`src/rtl/tmr_pkg.sv`:
```
package tmr_pkg;
  localparam int unsigned PTV_W  = 3;
  localparam int unsigned CTRL_W = PTV_W + 3;
  localparam int unsigned PRE_W  = 2 ** PTV_W;

  localparam logic [1:0] A_CTRL = 2'd0;
  localparam logic [1:0] A_LOAD = 2'd1;
  localparam logic [1:0] A_CNT  = 2'd2;

  typedef struct packed {
    logic [PTV_W-1:0] ptv;
    logic             auto_rl;
    logic             start;
    logic             clk_en;
  } ctrl_t;
endpackage

```
`src/rtl/tmr_prescaler.sv`:
```
module tmr_prescaler
  import tmr_pkg::*;
(
  input  logic             clk_i,
  input  logic             rst_ni,
  input  logic             run_i,
  input  logic             tick_i,
  input  logic [PTV_W-1:0] ptv_i,
  output logic             step_o
);
  localparam logic [PRE_W-1:0] ONES = '1;

  logic [PRE_W-1:0] pre_q;
  logic [PRE_W-1:0] limit;

  // limit = 2^(ptv+1) - 1
  assign limit  = ONES >> (PRE_W - 1 - int'(ptv_i));
  assign step_o = run_i && tick_i && (pre_q == limit);

  always_ff @(posedge clk_i or negedge rst_ni) begin
    if (!rst_ni)            pre_q <= '0;
    else if (!run_i)        pre_q <= '0;
    else if (step_o)        pre_q <= '0;
    else if (tick_i)        pre_q <= pre_q + 1'b1;
  end
endmodule

```
`src/rtl/tmr_counter.sv`:
```
module tmr_counter #(
  parameter int unsigned CNT_W = 32
) (
  input  logic             clk_i,
  input  logic             rst_ni,
  input  logic             load_i,
  input  logic [CNT_W-1:0] load_val_i,
  input  logic [CNT_W-1:0] reload_val_i,
  input  logic             step_i,
  input  logic             auto_i,
  output logic [CNT_W-1:0] count_o,
  output logic             expire_o,
  output logic             irq_o
);
  logic [CNT_W-1:0] cnt_q;

  assign count_o  = cnt_q;
  assign expire_o = step_i && (cnt_q == '0);

  always_ff @(posedge clk_i or negedge rst_ni) begin
    if (!rst_ni) begin
      cnt_q <= '0;
      irq_o <= 1'b0;
    end else begin
      irq_o <= expire_o;
      if (load_i)        cnt_q <= load_val_i;
      else if (expire_o) cnt_q <= auto_i ? reload_val_i : '0;
      else if (step_i)   cnt_q <= cnt_q - 1'b1;
    end
  end
endmodule

```
`src/rtl/prescaled_down_timer.sv`:
```
module prescaled_down_timer
  import tmr_pkg::*;
#(
  parameter int unsigned CNT_W = 32
) (
  input  logic             clk_i,
  input  logic             rst_ni,
  input  logic             we_i,
  input  logic [1:0]       addr_i,
  input  logic [CNT_W-1:0] wdata_i,
  output logic [CNT_W-1:0] rdata_o,
  input  logic             tick_en_i,
  output logic             irq_o
);
  ctrl_t            ctrl_q;
  logic [CNT_W-1:0] load_q;
  logic [CNT_W-1:0] count;
  logic             ctrl_we, load_we, load_acc, run, step, expire;

  assign ctrl_we  = we_i && (addr_i == A_CTRL);
  assign load_we  = we_i && (addr_i == A_LOAD);
  assign load_acc = load_we && ctrl_q.clk_en && !ctrl_q.start;
  assign run      = ctrl_q.clk_en && ctrl_q.start;

  always_ff @(posedge clk_i or negedge rst_ni) begin
    if (!rst_ni) begin
      ctrl_q <= '0;
    end else if (ctrl_we) begin
      ctrl_q <= ctrl_t'(wdata_i[CTRL_W-1:0]);
    end else if (expire && !ctrl_q.auto_rl) begin
      ctrl_q.start <= 1'b0;
    end
  end

  always_ff @(posedge clk_i or negedge rst_ni) begin
    if (!rst_ni)       load_q <= '0;
    else if (load_acc) load_q <= wdata_i;
  end

  tmr_prescaler u_pre (
    .clk_i  (clk_i),
    .rst_ni (rst_ni),
    .run_i  (run),
    .tick_i (tick_en_i),
    .ptv_i  (ctrl_q.ptv),
    .step_o (step)
  );

  tmr_counter #(.CNT_W(CNT_W)) u_cnt (
    .clk_i        (clk_i),
    .rst_ni       (rst_ni),
    .load_i       (load_acc),
    .load_val_i   (wdata_i),
    .reload_val_i (load_q),
    .step_i       (step),
    .auto_i       (ctrl_q.auto_rl),
    .count_o      (count),
    .expire_o     (expire),
    .irq_o        (irq_o)
  );

  always_comb begin
    unique case (addr_i)
      A_CTRL:  rdata_o = {{(CNT_W-CTRL_W){1'b0}}, ctrl_q};
      A_CNT:   rdata_o = count;
      default: rdata_o = '0;
    endcase
  end
endmodule

```
`config.mk`:
```
export PLATFORM = sky130hd
export DESIGN_NAME = prescaled_down_timer
export DESIGN_NICKNAME = d
export VERILOG_FILES = /design/src/rtl/tmr_pkg.sv /design/src/rtl/tmr_prescaler.sv /design/src/rtl/tmr_counter.sv /design/src/rtl/prescaled_down_timer.sv
export SDC_FILE = /design/constraint.sdc
export NUM_CORES = 1
export LEC_CHECK = 0
export ABC_AREA = 0
export BUFFER_PORTS_ARGS = -buffer_cell sky130_fd_sc_hd__buf_4
export CORE_MARGIN = 4
export CORE_UTILIZATION = 45
export DETAILED_ROUTE_END_ITERATION = 7
export GPL_TIMING_DRIVEN = 0
export PLACE_DENSITY = 0.66
export SLEW_MARGIN = 20
export SYNTH_ARGS = -nofsm -noshare
export SYNTH_HDL_FRONTEND = slang
export SYNTH_SLANG_ARGS = --single-unit
```
`constraint.sdc`:
```
create_clock -name clk_i -period 5.6 [get_ports clk_i]
set_clock_uncertainty 0.15 [all_clocks]
set_input_delay 0 -clock clk_i [delete_from_list [all_inputs] [get_ports clk_i]]
set_output_delay 0 -clock clk_i [all_outputs]
set_load 0.01 [all_outputs]
```
==> results of run 1 <==
==> per-stage QoR <==
step | utilization, % | power, mW | instance area, sq um | std cells | worst slack (ps)
floorplan | - | 1.28 | 4560 | 559 | 2850
global placement | 53.3 | 1.48 | 5240 | 760 | 2170
detailed placement | 53.3 | 1.50 | 5240 | 760 | 2160
CTS | 58.8 | 1.96 | 5770 | 810 | 2100
global route | 58.9 | 2.09 | 5780 | 810 | 1720
finish | 58.9 | 1.96 | 5780 | 810 | 1920
==> synth_stat cells, types with 4 or more instances <==
| master | instances | area (sq um) |
|---|---|---|
| or3_1 | 12 | 75.1 |
| o31ai_1 | 6 | 45.0 |
| dfrtp_1 | 79 | 1980 |
| nor2_1 | 44 | 165 |
| clkbuf_1 | 24 | 90.1 |
| nand2_1 | 143 | 537 |
| a31oi_1 | 9 | 56.3 |
| buf_2 | 8 | 40.0 |
| xnor2_1 | 6 | 52.6 |
| a21oi_1 | 25 | 125 |
| xor2_1 | 9 | 78.8 |
| or4_1 | 9 | 67.6 |
| mux2_2 | 5 | 56.3 |
| o21ai_0 | 30 | 150 |
| nor4_1 | 5 | 31.3 |
| nand3_1 | 25 | 125 |
| inv_1 | 5 | 18.8 |
| and3_1 | 4 | 25.0 |
| o211ai_1 | 6 | 45.0 |
| nor3_1 | 18 | 90.1 |
| and2_1 | 28 | 175 |
| mux2i_1 | 7 | 70.1 |
==> layer usage <==
metal | vias to the layer above | GRT usage [%]
li1 | 2170 | -
met1 | 2231 | 36.3
met2 | 222 | 41.6
met3 | 19 | 5.15
met4 | 0 | 7.48
met5 | - | 0
==> logic make-up (layout without fill, tap and decap cells) <==
group | count (synthesis) | after routing | share of synthesized area [%]
xor+xnor | 15 | 15 | 2.88
compound gates | 102 | 102 | 14.1
mux | 12 | 12 | 2.77
flops | 79 | 79 | 43.4
simple gates | 310 | 310 | 32.9
fa+ha+maj | 2 | 2 | 0.549
buf+inv | 39 | 157 | 3.43
==> critical path, cell delays in order, from the launching register on <==
cell,delay [ps]
dfrtp_1,390
buf_2,180
o2111ai_1,200
o41ai_1,110
nor3_1,610
nor4_4,240
nor2_1,830
clkbuf_1,630
nand2_1,120
o211ai_1,120
==> how the worst max path moves through the flow <==
stage | start | end | slack (ps) | cells after the start
after floorplan | u_cnt.count_o[14]$_DFFE_PN0P_ | u_cnt.count_o[30]$_DFFE_PN0P_ | 2850 | 8
after global placement | ctrl_q[4]$_DFFE_PN0P_ | u_cnt.count_o[21]$_DFFE_PN0P_ | 2170 | 9
after detailed placement | ctrl_q[4]$_DFFE_PN0P_ | u_cnt.count_o[23]$_DFFE_PN0P_ | 2160 | 9
after CTS | ctrl_q[4]$_DFFE_PN0P_ | u_cnt.count_o[23]$_DFFE_PN0P_ | 2100 | 9
after global routing | ctrl_q[3]$_DFFE_PN0P_ | u_cnt.count_o[17]$_DFFE_PN0P_ | 1720 | 9
final | ctrl_q[4]$_DFFE_PN0P_ | u_cnt.count_o[23]$_DFFE_PN0P_ | 1920 | 9
==> power by group through the flow <==
stage	sequential (mW)	combinational (mW)	clock [mW]
floorplan	0.884	0.395	0
detailed placement	0.942	0.557	0
global route	0.965	0.661	0.468
finish	0.941	0.583	0.440
CTS	0.934	0.579	0.443
global placement	0.936	0.540	0
==> flip-flops by register name (all words and copies together) (netlist names) <==
name / flops
load_q: 32
u_pre.pre_q: 8
u_cnt.count_o: 32
u_cnt.irq_o: 1
ctrl_q: 6
==> final cells by class <==
| class | instances | area [sq um] | share of cell area [%] |
|---|---|---|---|
| sequential | 79 | 1980 | 34.2 |
| clock buffer | 10 | 138 | 2.38 |
| clock inverter | 6 | 60.1 | 1.04 |
| buffer | 34 | 138 | 2.38 |
| tap | 133 | 166 | 2.88 |
| timing repair buffer | 102 | 855 | 14.8 |
| multi-input combinational | 441 | 2430 | 42.0 |
| inverter | 5 | 18.8 | 0.325 |
==> impl_results.md, run 1 <==
* Capture point of the worst reg-to-reg path: u_cnt.count_o[23]$_DFFE_PN0P_
* Most common cell after layout, fill and taps aside: nand2_1
* Maximum clock rate at 272 MHz
* Yosys reg bits at 79
* CP startpoint kind: flop
* Hold EP: ctrl_q[1]$_DFFE_PN0P_
* WL met2 at 6840 um
* WL final at 14700 um
* Final min period at 3680 ps
* First drt pass iteration count at 5
* Final-stage net count at 712
* Crit Path Max Fanout at 10
* Via/cell ratio at 5.73
* Root Driver: clkbuf_8
* Hold Fails Final Rpt at 0
* GPL Wtd Cong at 0.892
* Num Clock Sinks at 79
* Port Buffers at 68
* WHS Path Cells at 5
* Clock share of power at 22.4%
* CTS Hold Bufs at 34
* Via count at 4642
* Status: finished, final reports clean
* Syn nets at 599
* Maximum vdd ir drop at 0.000150 V
* P&R area growth vs syn at 26.8%
* Gr usage total at 26.1%
* Part of the power in combinational logic at 29.7%
* Setup TNS Final at 0 ps
* Yosys warns at 0
* Vias in the first global route at 4443
* ANT cells at 0
* Met1 wire length at 6400 um
* Crit path capture type: flop
* DR WL met3 at 1270 um
* Critical path data required time at 5730 ps
* Initial DRC count at 383
* Seq pwr share at 47.9%
* Post-synth EDFFs at 0
* Pleak at 2.61 nW
* Clock-pin slew on the worst setup and hold paths at 90 ps
* Tcrit/Tclk final at 65.7%
* FILL cells at 962
* H-Tree Depth at 3
* Worst Hold Class: in -> reg
* Seq/Total Area, Yosys at 43.4%
* Clk Latency, worst-skew pair at 370 ps
* Die Area at 0.0118 sq mm
* Drt wl/cell at 18.2 um
* Total CTS buffers at 9
* GRT Residual Overflow at 0
* Top Metal Used: met4
* Routed Antenna Nets at 0
* Final setup vio count at 0
* Layout cells sized above 1 at 15.8%
* Reg2reg setup slack at 1920 ps
* R2R cell count at 9
* CTS tree: done
* Reg2reg start: ctrl_q[4]$_DFFE_PN0P_
* WHS at 56.8 ps
* Post-CTS Setup Bufs at 0
* PwrDens at 340 mW/mm^2
* Die X at 109 um
* Most frequent cells in the layout: 143 x nand2_1, 79 x dfrtp_1, 67 x buf_4
* Crit path kind: reg -> reg
* Clock buffer depth at 2
* Post_cts resized at 0
* Netlist cell types at 58
* DIE HEIGHT at 109 um
* Initial Utilization at 46.4%
* Post-route DRC violation count at 0
* Synth Flop Type: dfrtp_1
* Core Region at 0.00982 sq mm
* HPWL Detailed at 9940 um
* Worst Path Arrival at 3800 ps
* I/O pin total at 71
* Sw Share at 36.9%
* Row cnt at 36
* Worst-Margin Slew at 1050 ps
* Avg Cell Area, Syn at 8.15 sq um
* Final slew viol count at 0
* Synthesized cell area at 0.00456 sq mm
* Int Pwr at 1.24 mW
* Mapped Cells at 559
* Min-delay src: we_i
* First-pass GRT wire length at 23600 um
* Async S/R FF share, synth at 100%
* RSZ-0062 raised after global routing: no
* Initial antenna violation count at 0
* Switching power at 0.726 mW
* Largest net degree at the start of global routing at 80
* Slew Limit Headroom at 29.7%
* Maxcap violations at 0
No activity file was read; power rests on OpenSTA's default activity.
==> run 2, diff against run 1 <==
- ABC_AREA: 0 -> 1
- PLACE_DENSITY: 0.66 -> unset
- clock period: 5.6 -> 3.4 ns (I/O delays scaled with it)
==> run 2 against run 1 <==
  * Final cell count is 34% higher
  * Maximum frequency rose by 53%
  * First-iteration DRC count rose by 16%
  * Combinational power rose to 2.6 times the previous value
  * Critical path depth rose by 3
  * Global-route usage grew 1.5 points
  * Die area increased by 15%
  * Flip-flop and latch count did not move
  * Largest power group unchanged
  * Highest routed layer unchanged
==> impl_results.md, run 2 <==
* ANT cells at 0 (unchanged)
* Clock buffer depth at 2 (unchanged)
* Int Pwr at 2.48 mW (+100%)
* Final slew viol count at 0 (unchanged)
* Slew Limit Headroom at 48.6% (+19 points)
* Async S/R FF share, synth at 100% (unchanged)
* CP startpoint kind: flop
* Drt wl/cell at 16.5 um (-9.2%)
* R2R cell count at 12 (+3)
* Top cells by count, synth: 254 x nand2_1, 153 x nor2_1, 101 x inv_1, 79 x dfrtp_1, 47 x nand3_1
* Synth Flop Type: dfrtp_1
* Tcrit/Tclk final at 70.9% (+5.2 points)
* I/O pin total at 71 (unchanged)
* Synthesized cell area at 0.00530 sq mm (+16%)
* Sw Share at 40.5% (+3.5 points)
* Initial DRC count at 443 (+16%)
* Seq/Total Area, Yosys at 37.3% (-6.1 points)
* Status: finished, final reports clean
* Complex-gate fraction of the synthesized area at 6.77% (-7.4 points)
* Part of the power in combinational logic at 37.1% (+7.4 points)
* Final min period at 2410 ps (-1270 ps)
* RSZ-0062 raised after global routing: no
* Area share of the largest cell type after synthesis at 37.3% (-6.1 points)
* Maximum vdd ir drop at 0.000517 V (+240%)
* Post-route DRC violation count at 0 (unchanged)
* Via/cell ratio at 5.12 (-11%)
* Worst Hold Class: in -> reg
* Hold Fails Final Rpt at 0 (unchanged)
* WHS at 35.0 ps (-21.8 ps)
* Setup TNS Final at 0 ps (unchanged)
* Routed Antenna Nets at 0 (unchanged)
* Synth area leader: dfrtp_1
* Reg2reg setup slack at 990 ps (-930 ps)
* Initial antenna violation count at 0 (unchanged)
* Final-stage net count at 974 (+37%)
* Num Clock Sinks at 79 (unchanged)
* Simple-Gate Fraction of Synth Area at 39.2% (+6.3 points)
* PwrDens at 625 mW/mm^2 (+84%)
* Capture point of the worst reg-to-reg path: u_cnt.count_o[26]$_DFFE_PN0P_
* Post-synth EDFFs at 0 (unchanged)
* Met1 wire length at 8060 um (+26%)
* Syn nets at 857 (+43%)
* Avg Cell Area, Syn at 6.49 sq um (-20%)
* Via count at 5536 (+19%)
* Worst Path Arrival at 2490 ps (-1310 ps)
* DR WL met3 at 1400 um (+10%)
* Maxcap violations at 0 (unchanged)
* HPWL Detailed at 12900 um (+30%)
* Crit path kind: reg -> reg
* Core Region at 0.0115 sq mm (+17%)
* Netlist cell types at 29 (-50%)
* Worst-Margin Slew at 771 ps (-275 ps)
* GRT Residual Overflow at 0 (unchanged)
* Min-delay src: tick_en_i
* Most numerous cell in the Yosys netlist: nand2_1
* Layout cells sized above 1 at 13.2% (-2.6 points)
* Die Area at 0.0136 sq mm (+15%)
* Root Driver: clkbuf_16
* Total CTS buffers at 9 (unchanged)
* H-Tree Depth at 3 (unchanged)
* Vias in the first global route at 5322 (+20%)
* Seq pwr share at 39.2% (-8.7 points)
* Largest net degree at the start of global routing at 80 (unchanged)
* Switching power at 1.68 mW (+130%)
* Post_cts resized at 0 (unchanged)
* FILL cells at 1148 (+19%)
* Port Buffers at 70 (+2.9%)
* Mapped Cells at 817 (+46%)
* First-pass GRT wire length at 28200 um (+20%)
* Largest family of logic cells by synthesized area: simple AND/OR/NAND/NOR gates
* Adder-cell share of the synthesized area at 0.472% (-0.077 points)
* Clock share of power at 23.7% (+1.3 points)
* Final setup vio count at 0 (unchanged)
* Yosys warns at 0 (unchanged)
* P&R area growth vs syn at 25.6%
* Clk Latency, worst-skew pair at 350 ps (-20 ps)
* Top Metal Used: met4
* Row cnt at 39 (+8.3%)
* Die X at 117 um (+7.3%)
* Clock-pin slew on the worst setup and hold paths at 60 ps (-30 ps)
* Initial Utilization at 46.2% (-0.18 points)
* Crit path capture type: flop
* Reg2reg start: u_cnt.count_o[0]$_DFFE_PN0P_
* Critical path data required time at 3480 ps (-2250 ps)
* Most common cell after layout, fill and taps aside: nand2_1
* XOR/XNOR share of the synthesized area at 4.62% (+1.7 points)
* Tot Pwr at 4.16 mW (+110%)
* WL final at 17900 um (+21%)
* Largest cells by area after synthesis: dfrtp_1 37%, nand2_1 18%, nor2_1 11%
* Maximum clock rate at 415 MHz (+53%)
* Hold EP: u_pre.pre_q[0]$_DFFE_PN0P_
* WHS Path Cells at 4 (-1)
* Crit Path Max Fanout at 10 (unchanged)
* Mux share of post-synthesis cell area at 0% (-2.8 points)
* Most frequent cells in the layout: 254 x nand2_1, 153 x nor2_1, 101 x inv_1
* WL met2 at 7960 um (+16%)
* DIE HEIGHT at 117 um (+7.3%)
* Pleak at 3.69 nW (+41%)
* GPL Wtd Cong at 0.961 (+7.7%)
* Yosys reg bits at 79 (unchanged)
* Gr usage total at 27.6% (+1.5 points)
* First drt pass iteration count at 5 (unchanged)
* CTS tree: done
==> run 2: changes by cell type after synthesis, sizes merged, moves of 9 or more <==
cell   delta
nand3    +24
a21oi     +9
xor2     +18
o22ai    +13
o21ai    -11
nor2    +117
or3      -13
and2     -28
nand2   +114
nand4    +22
or4      -11
inv     +106
nor3     -15
a31oi     -9
==> run 2: area by class of cell <==
class,instances,area (sq um),area share [%]
flip-flops and latches,79,1980,29.7
clock inverters,6,61.3,0.920
clock buffers,10,229,3.44
multi-input cells,593,2710,40.6
plain buffers,34,201,3.02
inverters,111,417,6.25
well taps,143,179,2.69
repair buffers,106,890,13.4
==> run 2: worst max-delay path by stage <==
stage	to	slack [ps]	startpoint
after floorplan	u_cnt.count_o[5]$_DFFE_PN0P_	1480	u_cnt.count_o[0]$_DFFE_PN0P_
after global placement	u_cnt.count_o[26]$_DFFE_PN0P_	990	u_cnt.count_o[0]$_DFFE_PN0P_
after detailed placement	u_cnt.count_o[27]$_DFFE_PN0P_	1020	u_cnt.count_o[0]$_DFFE_PN0P_
after CTS	u_cnt.count_o[27]$_DFFE_PN0P_	1010	u_cnt.count_o[0]$_DFFE_PN0P_
after global routing	u_cnt.count_o[20]$_DFFE_PN0P_	850	u_cnt.count_o[0]$_DFFE_PN0P_
final	u_cnt.count_o[26]$_DFFE_PN0P_	990	u_cnt.count_o[0]$_DFFE_PN0P_
==> run 2: stage by stage <==
stage	setup slack, ps	cell area, sq um	util (%)	std cells
floorplan	1480	5300	-	817
global placement	987	6010	52.4	1030
detailed placement	1020	6010	52.4	1030
CTS	1010	6660	58.1	1082
global route	849	6660	58.1	1082
finish	990	6660	58.1	1082
==> run 2: what timing repair did <==
action	4_1_cts	5_1_grt
setup buffers	0	0
hold buffers	36	0
endpoints found under the hold margin	149	0
==> run 2: critical path, stage by stage (launching register included) <==
cell and delay (ps):
dfrtp_1 420, inv_1 120, ha_1 220, nand2_2 130
nor2_4 190, nand2_1 140, nor2_1 210, nand4_2 240
buf_6 240, nand2_1 60, nand2_1 50, nand2_1 50
a21oi_1 70
==> run 2: power groups by stage <==
| stage | sequential (mW) | clock [mW] | combinational (mW) |
|---|---|---|---|
| CTS | 1.62 | 0.995 | 1.53 |
| global placement | 1.63 | 0 | 1.47 |
| global route | 1.68 | 1.03 | 1.77 |
| finish | 1.63 | 0.987 | 1.54 |
| floorplan | 1.53 | 0 | 1.10 |
| detailed placement | 1.63 | 0 | 1.50 |
==> run 2: kinds of logic (layout without fill, tap and decap cells) <==
group	Yosys count	after routing
xor gates and xnor gates	28	28
DFF	79	79
adders and majority gates	2	2
buffers and inverters	145	267
and+or+nand+nor	495	495
AOI/OAI and AO/OA	68	68
==> run 2: per-layer routing <==
| metal | GRT usage, % | vias to the layer above |
|---|---|---|
| li1 | - | 2756 |
| met1 | 38.1 | 2556 |
| met2 | 42.2 | 190 |
| met3 | 7.77 | 34 |
| met4 | 8.49 | 0 |
| met5 | 0 | - |
==> run 3, diff against run 2 <==
- clock period: 3.4 -> 2.3 ns (I/O delays scaled with it)
==> run 3 against run 2 <==
  * Sequential power is 48% higher
  * Via count increased by 0.14%
  * Flip-flop and latch count did not move
  * Non-clock buffer count is 5 higher
  * Hold slack improved by 2.1 ps
  * Clock-buffer cell count unchanged
  * Power is 48% higher
  * Maximum frequency grew 8.5%
  * Register-to-register slack worse by 910 ps
  * Core utilization up 0.74 points
  * Setup slack got worse by 910 ps
  * Largest cell class unchanged
==> impl_results.md, run 3 (synthesis results as in run 2) <==
* WL final at 17800 um (-0.14%)
* Tcrit/Tclk final at 96.6% (+26 points)
* Initial DRC count at 415 (-6.3%)
* Switching power at 2.50 mW (+48%)
* Post-route DRC violation count at 0 (unchanged)
* Largest net degree at the start of global routing at 80 (unchanged)
* I/O pin total at 71 (unchanged)
* Status: finished, final reports clean
* WHS Path Cells at 4 (unchanged)
* Via/cell ratio at 5.10 (-0.32%)
* Final-stage net count at 979 (+0.51%)
* R2R cell count at 11 (-1)
* Maximum clock rate at 450 MHz (+8.5%)
* First drt pass iteration count at 5 (unchanged)
* GRT Residual Overflow at 0 (unchanged)
* Row cnt at 39 (unchanged)
* Most frequent cells in the layout: 253 x nand2_1, 147 x nor2_1, 101 x inv_1
* Crit path capture type: flop
* ANT cells at 0 (unchanged)
* Sw Share at 40.5% (about the same)
* H-Tree Depth at 3 (unchanged)
* Maxcap violations at 0 (unchanged)
* Clock share of power at 23.7% (about the same)
* Vias in the first global route at 5331 (+0.17%)
* Hold Fails Final Rpt at 0 (unchanged)
* Routed Antenna Nets at 0 (unchanged)
* Min-delay src: tick_en_i
* Tot Pwr at 6.16 mW (+48%)
* Total CTS buffers at 9 (unchanged)
* GPL Wtd Cong at 0.961 (unchanged)
* CP cell instances: inv_1 > ha_1 > nand2_4 > nor2_4 > nand3_4 > nor2_8 > buf_12 > nand3_4 > nand2_1 > nand3_1 > a21oi_1
* Crit path kind: reg -> reg
* Slowest CP cell: dfrtp_1
* Layout cells sized above 1 at 14.8% (+1.6 points)
* HPWL Detailed at 12900 um (unchanged)
* Die X at 117 um (unchanged)
* Worst-Margin Slew at 750 ps (-21.3 ps)
* Reg2reg start: u_cnt.count_o[0]$_DFFE_PN0P_
* Seq pwr share at 39.1% (about the same)
* Most common cell after layout, fill and taps aside: nand2_1
* RSZ-0062 raised after global routing: no
* Pleak at 3.74 nW (+1.3%)
* Part of the power in combinational logic at 37.2% (about the same)
* Capture point of the worst reg-to-reg path: u_cnt.count_o[17]$_DFFE_PN0P_
* First-pass GRT wire length at 28300 um (+0.17%)
* Slew Limit Headroom at 50.0% (+1.4 points)
* CP bufs+invs at 2 (unchanged)
* Hold EP: u_pre.pre_q[4]$_DFFE_PN0P_
* DP Cell Count at 1030 (unchanged)
* Largest delay contributor family on the critical path: simple AND/OR/NAND/NOR gates
* Worst Path Arrival at 2350 ps (-140 ps)
* Maximum vdd ir drop at 0.000762 V (+47%)
* Num Clock Sinks at 79 (unchanged)
* Crit Path Max Fanout at 8 (-2)
* Critical path data required time at 2430 ps (-1050 ps)
* Final std cells w/o fill at 1087 (+0.46%)
* Gr usage total at 27.6% (+0.043 points)
* CTS tree: done
* CP dominant cell by count: nand3_4
* Critical Path Max Stage Delay at 430 ps (about the same)
* Clock buffer depth at 2 (unchanged)
* CP startpoint kind: flop
* Int Pwr at 3.66 mW (+48%)
* Drt wl/cell at 16.4 um (-0.60%)
* FILL cells at 1134 (-1.2%)
* Core Region at 0.0115 sq mm (unchanged)
* Die Area at 0.0136 sq mm (unchanged)
* PwrDens at 913 mW/mm^2 (+46%)
* Final WS setup at 79.0 ps (-911 ps)
* DIE HEIGHT at 117 um (unchanged)
* Via count at 5544 (+0.14%)
* Setup TNS Final at 0 ps (unchanged)
* Reg2reg setup slack at 80 ps (-910 ps)
* Clk Latency, worst-skew pair at 350 ps (about the same)
* Root Driver: clkbuf_16
* Final slew viol count at 0 (unchanged)
* Initial antenna violation count at 0 (unchanged)
* P&R area growth vs syn at 27.2%
* Final setup vio count at 0 (unchanged)
* Worst Hold Class: in -> reg
* Clock-pin slew on the worst setup and hold paths at 60 ps (about the same)
* Final min period at 2220 ps (-189 ps)
* Initial Utilization at 46.2% (unchanged)
* WHS at 37.2 ps (+2.14 ps)
* Pre-CTS WS at -77.8 ps (-1100 ps)
* Port Buffers at 70 (unchanged)
[run 3: per-stage QoR]
stage          util [%]  instance area (sq um)
6_report           58.8                   6750
5_1_grt            58.8                   6750
4_1_cts            58.1                   6670
3_5_place_dp       52.4                   6010
3_3_place_gp       52.4                   6010
2_1_floorplan         -                   5300
[run 3: worst max-delay path by stage]
stage                                       from  cells after the start                            end
floorplan           u_cnt.count_o[0]$_DFFE_PN0P_                     12   u_cnt.count_o[5]$_DFFE_PN0P_
global placement    u_cnt.count_o[0]$_DFFE_PN0P_                     12  u_cnt.count_o[26]$_DFFE_PN0P_
detailed placement  u_cnt.count_o[0]$_DFFE_PN0P_                     12  u_cnt.count_o[27]$_DFFE_PN0P_
CTS                        ctrl_q[5]$_DFFE_PN0P_                     11  u_cnt.count_o[24]$_DFFE_PN0P_
global route        u_cnt.count_o[0]$_DFFE_PN0P_                     11   u_cnt.count_o[3]$_DFFE_PN0P_
finish              u_cnt.count_o[0]$_DFFE_PN0P_                     11  u_cnt.count_o[17]$_DFFE_PN0P_
[run 3: metal layers]
layer	part of all wire, %	track usage (%)	up-vias
li1	-	-	2768
met1	46	38.2	2576
met2	45	42.3	169
met3	7.1	7.77	31
met4	2.4	8.49	0
met5	0	0	-
[run 3: power by group through the flow]
stage,Clock [mW],Combinational [mW],Sequential (mW)
final,1.46,2.29,2.41
after global routing,1.52,2.64,2.48
after CTS,1.47,2.27,2.39
after detailed placement,0,2.21,2.41
after global placement,0,2.17,2.40
after floorplan,0,1.63,2.26
[run 3: timing repair]
item	in CTS	in global routing
pin swaps	1	4
resized for setup	1	17
endpoints found under the hold margin	149	0
buffers inserted	1	4
setup endpoints to repair	13	60
hold buffers	36	0
[run 3: cell type report]
cell class                 count  area, sq um  area share [%]
clock inverter                 6         61.3           0.909
clock buffer                  10          229            3.39
tap                          143          179            2.65
multi-input combinational    593         2740            40.5
timing repair buffer         111          940            13.9
sequential                    79         1980            29.3
buffer                        34          209            3.10
inverter                     111          417            6.18
[run 3: worst register-to-register path, cell delays in order (launching register included)]
cell,delay (ps)
dfrtp_1,430
inv_1,120
ha_1,250
nand2_4,100
nor2_4,160
nand3_4,130
nor2_8,180
buf_12,140
nand3_4,150
nand2_1,120
nand3_1,70
a21oi_1,150
